$ cat config.mk
export PLATFORM = sky130hd
export DESIGN_NAME = rtc_min_sec
export DESIGN_NICKNAME = d
export VERILOG_FILES = /design/src/rtl/rtc_pkg.sv /design/src/rtl/rtc_unlock.sv /design/src/rtl/rtc_time_core.sv /design/src/rtl/rtc_irq_gen.sv /design/src/rtl/rtc_min_sec.sv
export SDC_FILE = /design/constraint.sdc
export NUM_CORES = 1
export LEC_CHECK = 0
export ABC_AREA = 1
export BUFFER_PORTS_ARGS = -buffer_cell sky130_fd_sc_hd__buf_2
export CORE_MARGIN = 1.5
export CORE_UTILIZATION = 40
export CTS_CLUSTER_DIAMETER = 150
export DETAILED_ROUTE_END_ITERATION = 8
export HOLD_SLACK_MARGIN = 0.15
export PLACE_DENSITY = 0.74
export SYNTH_ARGS = -nofsm -noshare
export SYNTH_HDL_FRONTEND = slang
export SYNTH_SLANG_ARGS = --single-unit
export TNS_END_PERCENT = 10
$ cat constraint.sdc
create_clock -name clk_i -period 2.7 [get_ports clk_i]
set_input_delay 0.54 -clock clk_i [delete_from_list [all_inputs] [get_ports clk_i]]
set_output_delay 0.54 -clock clk_i [all_outputs]
set_load 0.01 [all_outputs]
$ cat src/rtl/rtc_pkg.sv
package rtc_pkg;
  typedef enum logic [1:0] {UL_IDLE, UL_ARMED, UL_OPEN} unlock_e;

  localparam logic [1:0] ADDR_GUARD = 2'd0;
  localparam logic [1:0] ADDR_TIME  = 2'd1;
  localparam logic [1:0] ADDR_CTRL  = 2'd2;

  function automatic logic bcd_ok(input logic [7:0] v, input logic [3:0] max_tens);
    return (v[7:4] <= max_tens) && (v[3:0] <= 4'd9);
  endfunction

  function automatic logic [7:0] bcd_next(input logic [7:0] v, input logic [3:0] max_tens);
    if (v[3:0] == 4'd9) begin
      if (v[7:4] == max_tens) return 8'h00;
      return {4'(v[7:4] + 4'd1), 4'd0};
    end
    return {v[7:4], 4'(v[3:0] + 4'd1)};
  endfunction
endpackage

$ cat src/rtl/rtc_unlock.sv
module rtc_unlock
  import rtc_pkg::*;
#(
  parameter logic [7:0] KEY_ARM  = 8'h3C,
  parameter logic [7:0] KEY_OPEN = 8'hC3
) (
  input  logic       clk_i,
  input  logic       rst_ni,
  input  logic       guard_wr_i,
  input  logic [7:0] guard_data_i,
  input  logic       consume_i,
  output logic       grant_o
);
  unlock_e st_q, st_d;

  always_comb begin
    st_d = st_q;
    if (guard_wr_i) begin
      unique case (st_q)
        UL_IDLE:  st_d = (guard_data_i == KEY_ARM) ? UL_ARMED : UL_IDLE;
        UL_ARMED: begin
          if (guard_data_i == KEY_OPEN)     st_d = UL_OPEN;
          else if (guard_data_i == KEY_ARM) st_d = UL_ARMED;
          else                              st_d = UL_IDLE;
        end
        UL_OPEN:  st_d = (guard_data_i == KEY_OPEN) ? UL_OPEN : UL_IDLE;
        default:  st_d = UL_IDLE;
      endcase
    end else if (consume_i && st_q == UL_OPEN) begin
      st_d = UL_IDLE;
    end
  end

  always_ff @(posedge clk_i or negedge rst_ni)
    if (!rst_ni) st_q <= UL_IDLE;
    else         st_q <= st_d;

  assign grant_o = (st_q == UL_OPEN);

  assert_key_opens_R3: assert property (@(posedge clk_i) disable iff (!rst_ni)
    (st_q == UL_ARMED && guard_wr_i && guard_data_i == KEY_OPEN) |=> grant_o);
  assert_bad_key_clears_R4: assert property (@(posedge clk_i) disable iff (!rst_ni)
    (guard_wr_i && guard_data_i != KEY_ARM && guard_data_i != KEY_OPEN) |=> (st_q == UL_IDLE));
  assert_revoke_R5: assert property (@(posedge clk_i) disable iff (!rst_ni)
    (grant_o && guard_wr_i && guard_data_i != KEY_OPEN) |=> !grant_o);
  assert_single_use_R6: assert property (@(posedge clk_i) disable iff (!rst_ni)
    (grant_o && consume_i) |=> !grant_o);
endmodule

$ cat src/rtl/rtc_time_core.sv
module rtc_time_core
  import rtc_pkg::*;
#(
  parameter logic [3:0] MAX_TENS = 4'd5
) (
  input  logic        clk_i,
  input  logic        por_ni,
  input  logic        tick_i,
  input  logic        wr_i,
  input  logic [1:0]  be_i,
  input  logic [15:0] wdata_i,
  output logic [7:0]  sec_o,
  output logic [7:0]  min_o
);
  localparam logic [7:0] TOP = {MAX_TENS, 4'd9};

  logic [7:0] sec_q, min_q, sec_d, min_d;
  logic [7:0] w_sec, w_min;
  logic       sec_bad, min_bad;

  assign w_sec   = wdata_i[7:0];
  assign w_min   = wdata_i[15:8];
  assign sec_bad = be_i[0] && !bcd_ok(w_sec, MAX_TENS);
  assign min_bad = be_i[1] && !bcd_ok(w_min, MAX_TENS);

  always_comb begin
    sec_d = sec_q;
    min_d = min_q;
    if (wr_i) begin
      if (sec_bad || min_bad) begin
        sec_d = 8'h00;
        min_d = 8'h00;
      end else begin
        if (be_i[0]) sec_d = w_sec;
        if (be_i[1]) min_d = w_min;
        else if (be_i[0] && sec_q == TOP && w_sec == 8'h00)
          min_d = bcd_next(min_q, MAX_TENS);
      end
    end else if (tick_i) begin
      sec_d = bcd_next(sec_q, MAX_TENS);
      if (sec_q == TOP) min_d = bcd_next(min_q, MAX_TENS);
    end
  end

  always_ff @(posedge clk_i or negedge por_ni)
    if (!por_ni) begin
      sec_q <= 8'h00;
      min_q <= 8'h00;
    end else begin
      sec_q <= sec_d;
      min_q <= min_d;
    end

  assign sec_o = sec_q;
  assign min_o = min_q;

  assert_time_legal_R7: assert property (@(posedge clk_i) disable iff (!por_ni)
    bcd_ok(sec_q, MAX_TENS) && bcd_ok(min_q, MAX_TENS));
  assert_tick_carry_R2: assert property (@(posedge clk_i) disable iff (!por_ni)
    (tick_i && !wr_i && sec_q == TOP && min_q != TOP) |=> (sec_q == 8'h00 && min_q != $past(min_q)));
  assert_byte_carry_R8: assert property (@(posedge clk_i) disable iff (!por_ni)
    (wr_i && be_i == 2'b01 && sec_q == TOP && w_sec == 8'h00 && min_q != TOP)
      |=> (min_q != $past(min_q)));
  assert_word_no_carry_R9: assert property (@(posedge clk_i) disable iff (!por_ni)
    (wr_i && be_i == 2'b11 && !sec_bad && !min_bad) |=> (min_q == $past(w_min)));
endmodule

$ cat src/rtl/rtc_irq_gen.sv
module rtc_irq_gen (
  input  logic clk_i,
  input  logic rst_ni,
  input  logic ctrl_wr_i,
  input  logic ctrl_bit_i,
  input  logic tick_i,
  output logic irq_o
);
  logic en_q, irq_q;

  always_ff @(posedge clk_i or negedge rst_ni)
    if (!rst_ni) begin
      en_q  <= 1'b0;
      irq_q <= 1'b0;
    end else begin
      irq_q <= tick_i && en_q;
      if (ctrl_wr_i) en_q <= ctrl_bit_i;
    end

  assign irq_o = irq_q;

  assert_irq_from_tick_R11: assert property (@(posedge clk_i) disable iff (!rst_ni)
    irq_o |-> $past(tick_i));
endmodule

$ cat src/rtl/rtc_min_sec.sv
module rtc_min_sec
  import rtc_pkg::*;
#(
  parameter logic [7:0] KEY_ARM  = 8'h3C,
  parameter logic [7:0] KEY_OPEN = 8'hC3,
  parameter logic [3:0] MAX_TENS = 4'd5
) (
  input  logic        clk_i,
  input  logic        rst_ni,
  input  logic        por_ni,
  input  logic        tick_i,
  input  logic        wr_i,
  input  logic [1:0]  addr_i,
  input  logic [1:0]  be_i,
  input  logic [15:0] wdata_i,
  output logic [15:0] time_o,
  output logic        irq_o
);
  logic guard_wr, time_wr, ctrl_wr, grant;
  logic [7:0] sec, min;

  assign guard_wr = wr_i && addr_i == ADDR_GUARD;
  assign time_wr  = wr_i && addr_i == ADDR_TIME;
  assign ctrl_wr  = wr_i && addr_i == ADDR_CTRL;

  rtc_unlock #(.KEY_ARM(KEY_ARM), .KEY_OPEN(KEY_OPEN)) u_unlock (
    .clk_i(clk_i), .rst_ni(rst_ni), .guard_wr_i(guard_wr),
    .guard_data_i(wdata_i[7:0]), .consume_i(time_wr), .grant_o(grant)
  );

  rtc_time_core #(.MAX_TENS(MAX_TENS)) u_core (
    .clk_i(clk_i), .por_ni(por_ni), .tick_i(tick_i), .wr_i(time_wr && grant),
    .be_i(be_i), .wdata_i(wdata_i), .sec_o(sec), .min_o(min)
  );

  rtc_irq_gen u_irq (
    .clk_i(clk_i), .rst_ni(rst_ni), .ctrl_wr_i(ctrl_wr),
    .ctrl_bit_i(wdata_i[0]), .tick_i(tick_i), .irq_o(irq_o)
  );

  assign time_o = {min, sec};

  assert_ungranted_ignored_R3: assert property (@(posedge clk_i) disable iff (!por_ni || !rst_ni)
    (time_wr && !grant && !tick_i) |=> $stable(time_o));
endmodule

==> flow_metrics.tcl, run 1 <==
set metrics [dict create \
    via_count 1566 \
    end_kind "register" \
    ys_types 29 \
    grt_first_pass_wirelength_um 5968 \
    synth_most_common_cell "nand2_1" \
    drv_cap 0 \
    hold_viol_final 0 \
    numPlacedInstances 315 \
    worstRegToRegCells 11 \
    n_fill_cell 396 \
    required_ps 2860 \
    fin_setup_tns_ps 0 \
    synth_top_area_cell "dfrtp_1" \
    synth_seq_area_share_pct 31.67 \
    gr-total-overflow 0 \
    worstPathMaxFanout 12 \
    cts_resized 0 \
    tightest_slew_ps 363.5 \
    final_util_pct 50.24 \
    track_usage_pct 18.00 \
    htree_levels 1 \
    syn_area_um2 1580 \
    dieArea_um2 4337 \
    ir_drop_mv 0.3200 \
    critPathArrivalTime_ps 1930 \
    antennaDiodeCount 0 \
    multi_input_area_um2 915.9 \
    antenna_found_initial 0 \
    io_buffer_count 41 \
    fin_worst_skew_ps 4.070 \
    grt_start_max_net_pins 17 \
    clock-root-buffer "clkbuf_8" \
    worstReg2RegEnd "u_core.min_o[5]" \
    worstReg2RegStart "u_core.sec_o[5]" \
    via_per_inst 4.894 \
    place.gp.congestion 0.8428 \
    synth_nets 260 \
    die_h_um 65.86 \
    stdcell_count 320 \
    seq_area_um2 500.5 \
    path_class "reg -> reg" \
    rrSetupSlack_ps 940 \
    status "complete, no violations" \
    rsz0062_at_grt "false" \
    nNetsFinal 302 \
    cts_made_buffers 3 \
    worst_hold_slack_ps 174.6 \
    power_uw 1087 \
    min_path_type "in -> async" \
    syn_avg_cell_area_um2 6.841 \
    die_w_um 65.86 \
    drcViolationCount 0 \
    synth_common_cells "nand2_1 (66), inv_1 (29), nand3_1 (27)" \
    dp_hpwl_um 2720 \
    area_delta_synth_final_pct 18.13 \
    wirelength_um 3484 \
    grt_pass1_vias 1371 \
    core_um2 3716 \
    powerDensity_nw_per_um2 582.1 \
    cts_tree "done" \
    initial_utilization_pct 42.53 \
    synth_warnings 0 \
    clk_pin_slew_ps 70 \
    fmaxAchievable_mhz 566.8 \
    synth_top_area_share_pct 31.67 \
    setup_viol 0 \
    slew_headroom_pct 75.77 \
    fin_crit_ps 1764 \
    cp-start-kind "register" \
    leakage_uw 0.001016 \
    drive_gt1_share_pct 25.74 \
    finalCritPeriodShare_pct 65.35 \
    synthArstFlopShare_pct 100.0 \
    synth_edf_count 0 \
    clock_latency_ps 270 \
    routedWlPerCell_um 10.89 \
    drt_iter0_drc 98 \
    yosys-top-cells-area "dfrtp_1 (32%), nand2_1 (16%), nand3_1 (8.6%)" \
    clock_path_buffers 2 \
    cts_num_sinks 20 \
    synth-seq-cells 20 \
    synth_ff_type "dfrtp_1" \
    firstDrtPassIters 4 \
    num_io_pins 42 \
    drv_slew 0 \
    rows 22 \
    netlist_instances 231 \
    postRouteAntennaNets 0 \
]
layout make-up:
cell class              instances  area share (%)
multi-input cells             174           49.06
flip-flops and latches         20           26.81
repair buffers                 42           11.53
inverters                      32           6.434
well taps                      48           3.217
clock buffers                   4           2.949
worst max-delay path by stage:
stage	startpoint	endpoint	slack [ps]	cells past startpoint
2_1_floorplan	be_i[1]	u_core.min_o[2]	1140	12
4_1_cts	u_core.sec_o[5]	u_core.min_o[6]	930	11
3_3_place_gp	wdata_i[3]	u_core.min_o[7]	860	11
5_1_grt	u_core.sec_o[5]	u_core.min_o[6]	710	11
3_5_place_dp	wdata_i[6]	u_core.min_o[6]	810	11
6_report	u_core.sec_o[5]	u_core.min_o[5]	940	11
critical path, cell delays in order (launching register included):
cell      delay, ps
dfrtp_1         410
inv_1            90
ha_1            140
nand3b_1        130
nor2_2          150
nand3_1          90
nand2_2          90
nor2_4           40
nor2_4          240
nand2_1         170
nand2_1          90
nand2_1          50
where the power goes:
group / switching (µW) / leakage, µW / internal, µW / total, µW
sequential: 89.4 / 0.000251 / 368 / 458
clock: 103 / 0.0000288 / 130 / 233
combinational: 222 / 0.000736 / 174 / 396
total: 414 / 0.00102 / 673 / 1090
flip-flops by register name, summed over array words and instances (netlist names):
name           flops
u_irq.irq_o        1
u_core.sec_o       8
u_irq.en_q         1
u_unlock.st_q      2
u_core.min_o       8
logic make-up (layout without fill, tap and decap cells):
group	count (synthesis)	after routing	synth area share [%]
simple gates	135	135	40.93
buf+inv	37	78	10.37
flops	20	20	31.67
fa+ha+maj	4	4	3.167
xor+xnor	3	3	1.663
compound gates	32	32	12.19
per-layer routing:
metal,vias up,global-route usage (%),part of all wire [%]
met3,5,2.555,5.1
met1,692,24.38,49
met5,-,0,0
li1,827,-,-
met4,0,7.813,1.8
met2,42,28.54,44
layout by cell type, fill, tap and decap left out, drive strengths merged:
| master | n |
|---|---|
| buf | 41 |
| nor2 | 22 |
| dfrtp | 20 |
| inv | 32 |
| o22ai | 1 |
| nand2 | 76 |
| xor2 | 3 |
| o21a | 1 |
| clkbuf | 4 |
| o31ai | 1 |
| ha | 4 |
| nand3b | 1 |
| nor3 | 1 |
| nand3 | 28 |
| a32o | 1 |
| dlygate4sd3 | 1 |
| a31oi | 3 |
| o21bai | 1 |
| nand4 | 7 |
| o21ai | 20 |
| a21oi | 4 |
what timing repair did:
action	4_1_cts	5_1_grt
hold buffers	1	0
buffers inserted	0	0
hold endpoints to repair	4	0
endpoints found under the setup margin	0	0
stage by stage:
stage / cell area, µm² / setup slack, ps
floorplan: 1580 / 1135
global placement: 1802 / 864.7
detailed placement: 1802 / 811.5
CTS: 1867 / 927.6
global route: 1867 / 705.4
finish: 1867 / 935.7
Power figures use the tool's default switching activity.
==> run 2, diff against run 1 <==
--- a/config.mk
+++ b/config.mk
@@ -12,7 +12,7 @@
 export CTS_CLUSTER_DIAMETER = 150
 export DETAILED_ROUTE_END_ITERATION = 8
 export HOLD_SLACK_MARGIN = 0.15
-export PLACE_DENSITY = 0.74
+export PLACE_DENSITY = 0.77
 export SYNTH_ARGS = -nofsm -noshare
 export SYNTH_HDL_FRONTEND = slang
 export SYNTH_SLANG_ARGS = --single-unit
==> constraint.sdc (replaced) <==
create_clock -name clk_i -period 1.4 [get_ports clk_i]
set_input_delay 0.28 -clock clk_i [delete_from_list [all_inputs] [get_ports clk_i]]
set_output_delay 0.28 -clock clk_i [all_outputs]
set_load 0.01 [all_outputs]
==> run 2 against run 1 <==
Net effect:
- wire length is 22% higher
- core utilization is 9.9 points higher
- via count is 17% higher
- global-route usage is 3.4 points higher
- sequential power is 76% higher
- highest routed layer unchanged
- the flow now finishes with violations (negative setup slack)
- sequential share of layout area is 4.4 points lower
==> flow_metrics.tcl, run 2 (synthesized netlist as in run 1, its figures left out) <==
set metrics [dict create \
    fin_setup_tns_ps -1416 \
    status "complete, but fails checks" \
    powerDensity_nw_per_um2 1079 \
    layout_commonest_cell "nand2_1" \
    io_buffer_count 41 \
    clock_latency_ps 250 \
    path_class "reg -> reg" \
    grt_first_pass_wirelength_um 7279 \
    core_um2 3716 \
    tightest_slew_ps 367.7 \
    drive_gt1_share_pct 38.66 \
    dieArea_um2 4337 \
    setup_viol 16 \
    cp-start-kind "register" \
    initial_utilization_pct 42.53 \
    postRouteAntennaNets 0 \
    nNetsFinal 344 \
    required_ps 1540 \
    ir_drop_mv 0.7668 \
    critPathArrivalTime_ps 1710 \
    die_w_um 65.86 \
    dp_hpwl_um 3364 \
    via_count 1826 \
    grt_start_max_net_pins 17 \
    placed_cell_area_um2 2107 \
    violations "negative setup slack" \
    fmaxAchievable_mhz 635.0 \
    slew_headroom_pct 75.49 \
    area_delta_synth_final_pct 41.49 \
    numPlacedInstances 354 \
    rrSetupSlack_ps -170 \
    drcViolationCount 0 \
    htree_levels 1 \
    antennaDiodeCount 0 \
    firstDrtPassIters 4 \
    hold_end "u_irq.irq_o" \
    worstReg2RegEnd "u_core.min_o[4]" \
    gr-total-overflow 0 \
    place.gp.congestion 0.8525 \
    fin_area_um2 2236 \
    rows 22 \
    die_h_um 65.86 \
    clock-root-buffer "clkbuf_8" \
    mostFrequentLayoutCells "nand2_1 (63), buf_2 (41), buf_4 (39), inv_1 (27), nand3_1 (23)" \
    routedWlPerCell_um 11.81 \
    worstPathMaxFanout 6 \
    cts_num_sinks 20 \
    worst_hold_slack_ps 281.6 \
    drt_iter0_drc 97 \
    finalCritPeriodShare_pct 112.5 \
    worstRegToRegCells 11 \
    min_path_type "in -> reg" \
    cts_tree "done" \
    stdcell_count 361 \
    cts_made_buffers 3 \
    drv_cap 0 \
    leakage_uw 0.001222 \
    setup_slack_ps -174.8 \
    wirelength_um 4262 \
    num_io_pins 42 \
    clock_path_buffers 2 \
    rsz0062_at_grt "true" \
    via_per_inst 5.058 \
    drv_slew 0 \
    end_kind "register" \
    holdPathStages 3 \
    grt_pass1_vias 1711 \
    clk_pin_slew_ps 70 \
    hold_viol_final 0 \
    fin_worst_skew_ps 7.891 \
    min-delay-start "tick_i" \
    worstReg2RegStart "u_core.sec_o[5]" \
    track_usage_pct 21.37 \
    antenna_found_initial 0 \
    fin_crit_ps 1575 \
]
## run 2: critical path, cell delays in order, from the launching register on
cell and delay [ps]:
dfrtp_1 390, inv_2 70, ha_4 110, nand3b_1 120
nor2_2 150, nand3_2 80, nand2_2 80, nor2_4 40
nor2_4 170, nand2_2 110, nand2_1 80, nand2_1 60
## run 2: through the flow
step / power [µW] / setup WS, ps / util, %
3_3_place_gp: 1957 / -45.26 / 56.70
4_1_cts: 2379 / -120.8 / 58.75
6_report: 2412 / -174.8 / 60.17
2_1_floorplan: 1393 / -57.12 / -
3_5_place_dp: 1991 / -119.9 / 56.70
5_1_grt: 2633 / -335.1 / 60.17
## run 2: timing repair
item	CTS	global route
setup buffers	0	2
hold buffers	2	0
hold endpoints to repair	20	0
gates resized for setup	7	10
gates cloned	0	0
pin swaps	2	6
setup endpoints to repair	16	16
## run 2: layout make-up
type / instances / area [µm²]
Fill cell: 364 / 1480
Tap cell: 48 / 60.06
Multi-Input combinational cell: 174 / 964.7
Clock buffer: 3 / 41.29
Inverter: 32 / 120.1
Sequential cell: 20 / 500.5
Timing Repair Buffer: 84 / 549.3
## run 2: power by group
| group | internal (µW) | leakage (µW) | switching [µW] |
|---|---|---|---|
| Combinational | 617 | 0.000950 | 627 |
| Sequential | 711 | 0.000251 | 93.4 |
| Clock | 191 | 0.0000216 | 172 |
## run 2: metal layers
layer / track usage [%] / routed length (µm) / vias up
met5: 0 / 0 / -
met4: 5.990 / 37 / 0
met3: 2.385 / 218 / 4
met2: 39.02 / 2156 / 59
met1: 26.34 / 1850 / 849
li1: - / - / 914
## run 2: how the worst max path moves through the flow
stage / startpoint / endpoint / slack [ps]
final: u_core.sec_o[5] / u_core.min_o[4] / -170
after global routing: u_core.sec_o[5] / u_core.min_o[4] / -340
after CTS: u_core.sec_o[5] / u_core.min_o[0] / -120
after detailed placement: u_core.sec_o[5] / u_core.min_o[4] / -120
after global placement: u_core.sec_o[5] / u_core.min_o[6] / -50
after floorplan: u_core.sec_o[5] / u_core.min_o[7] / -60
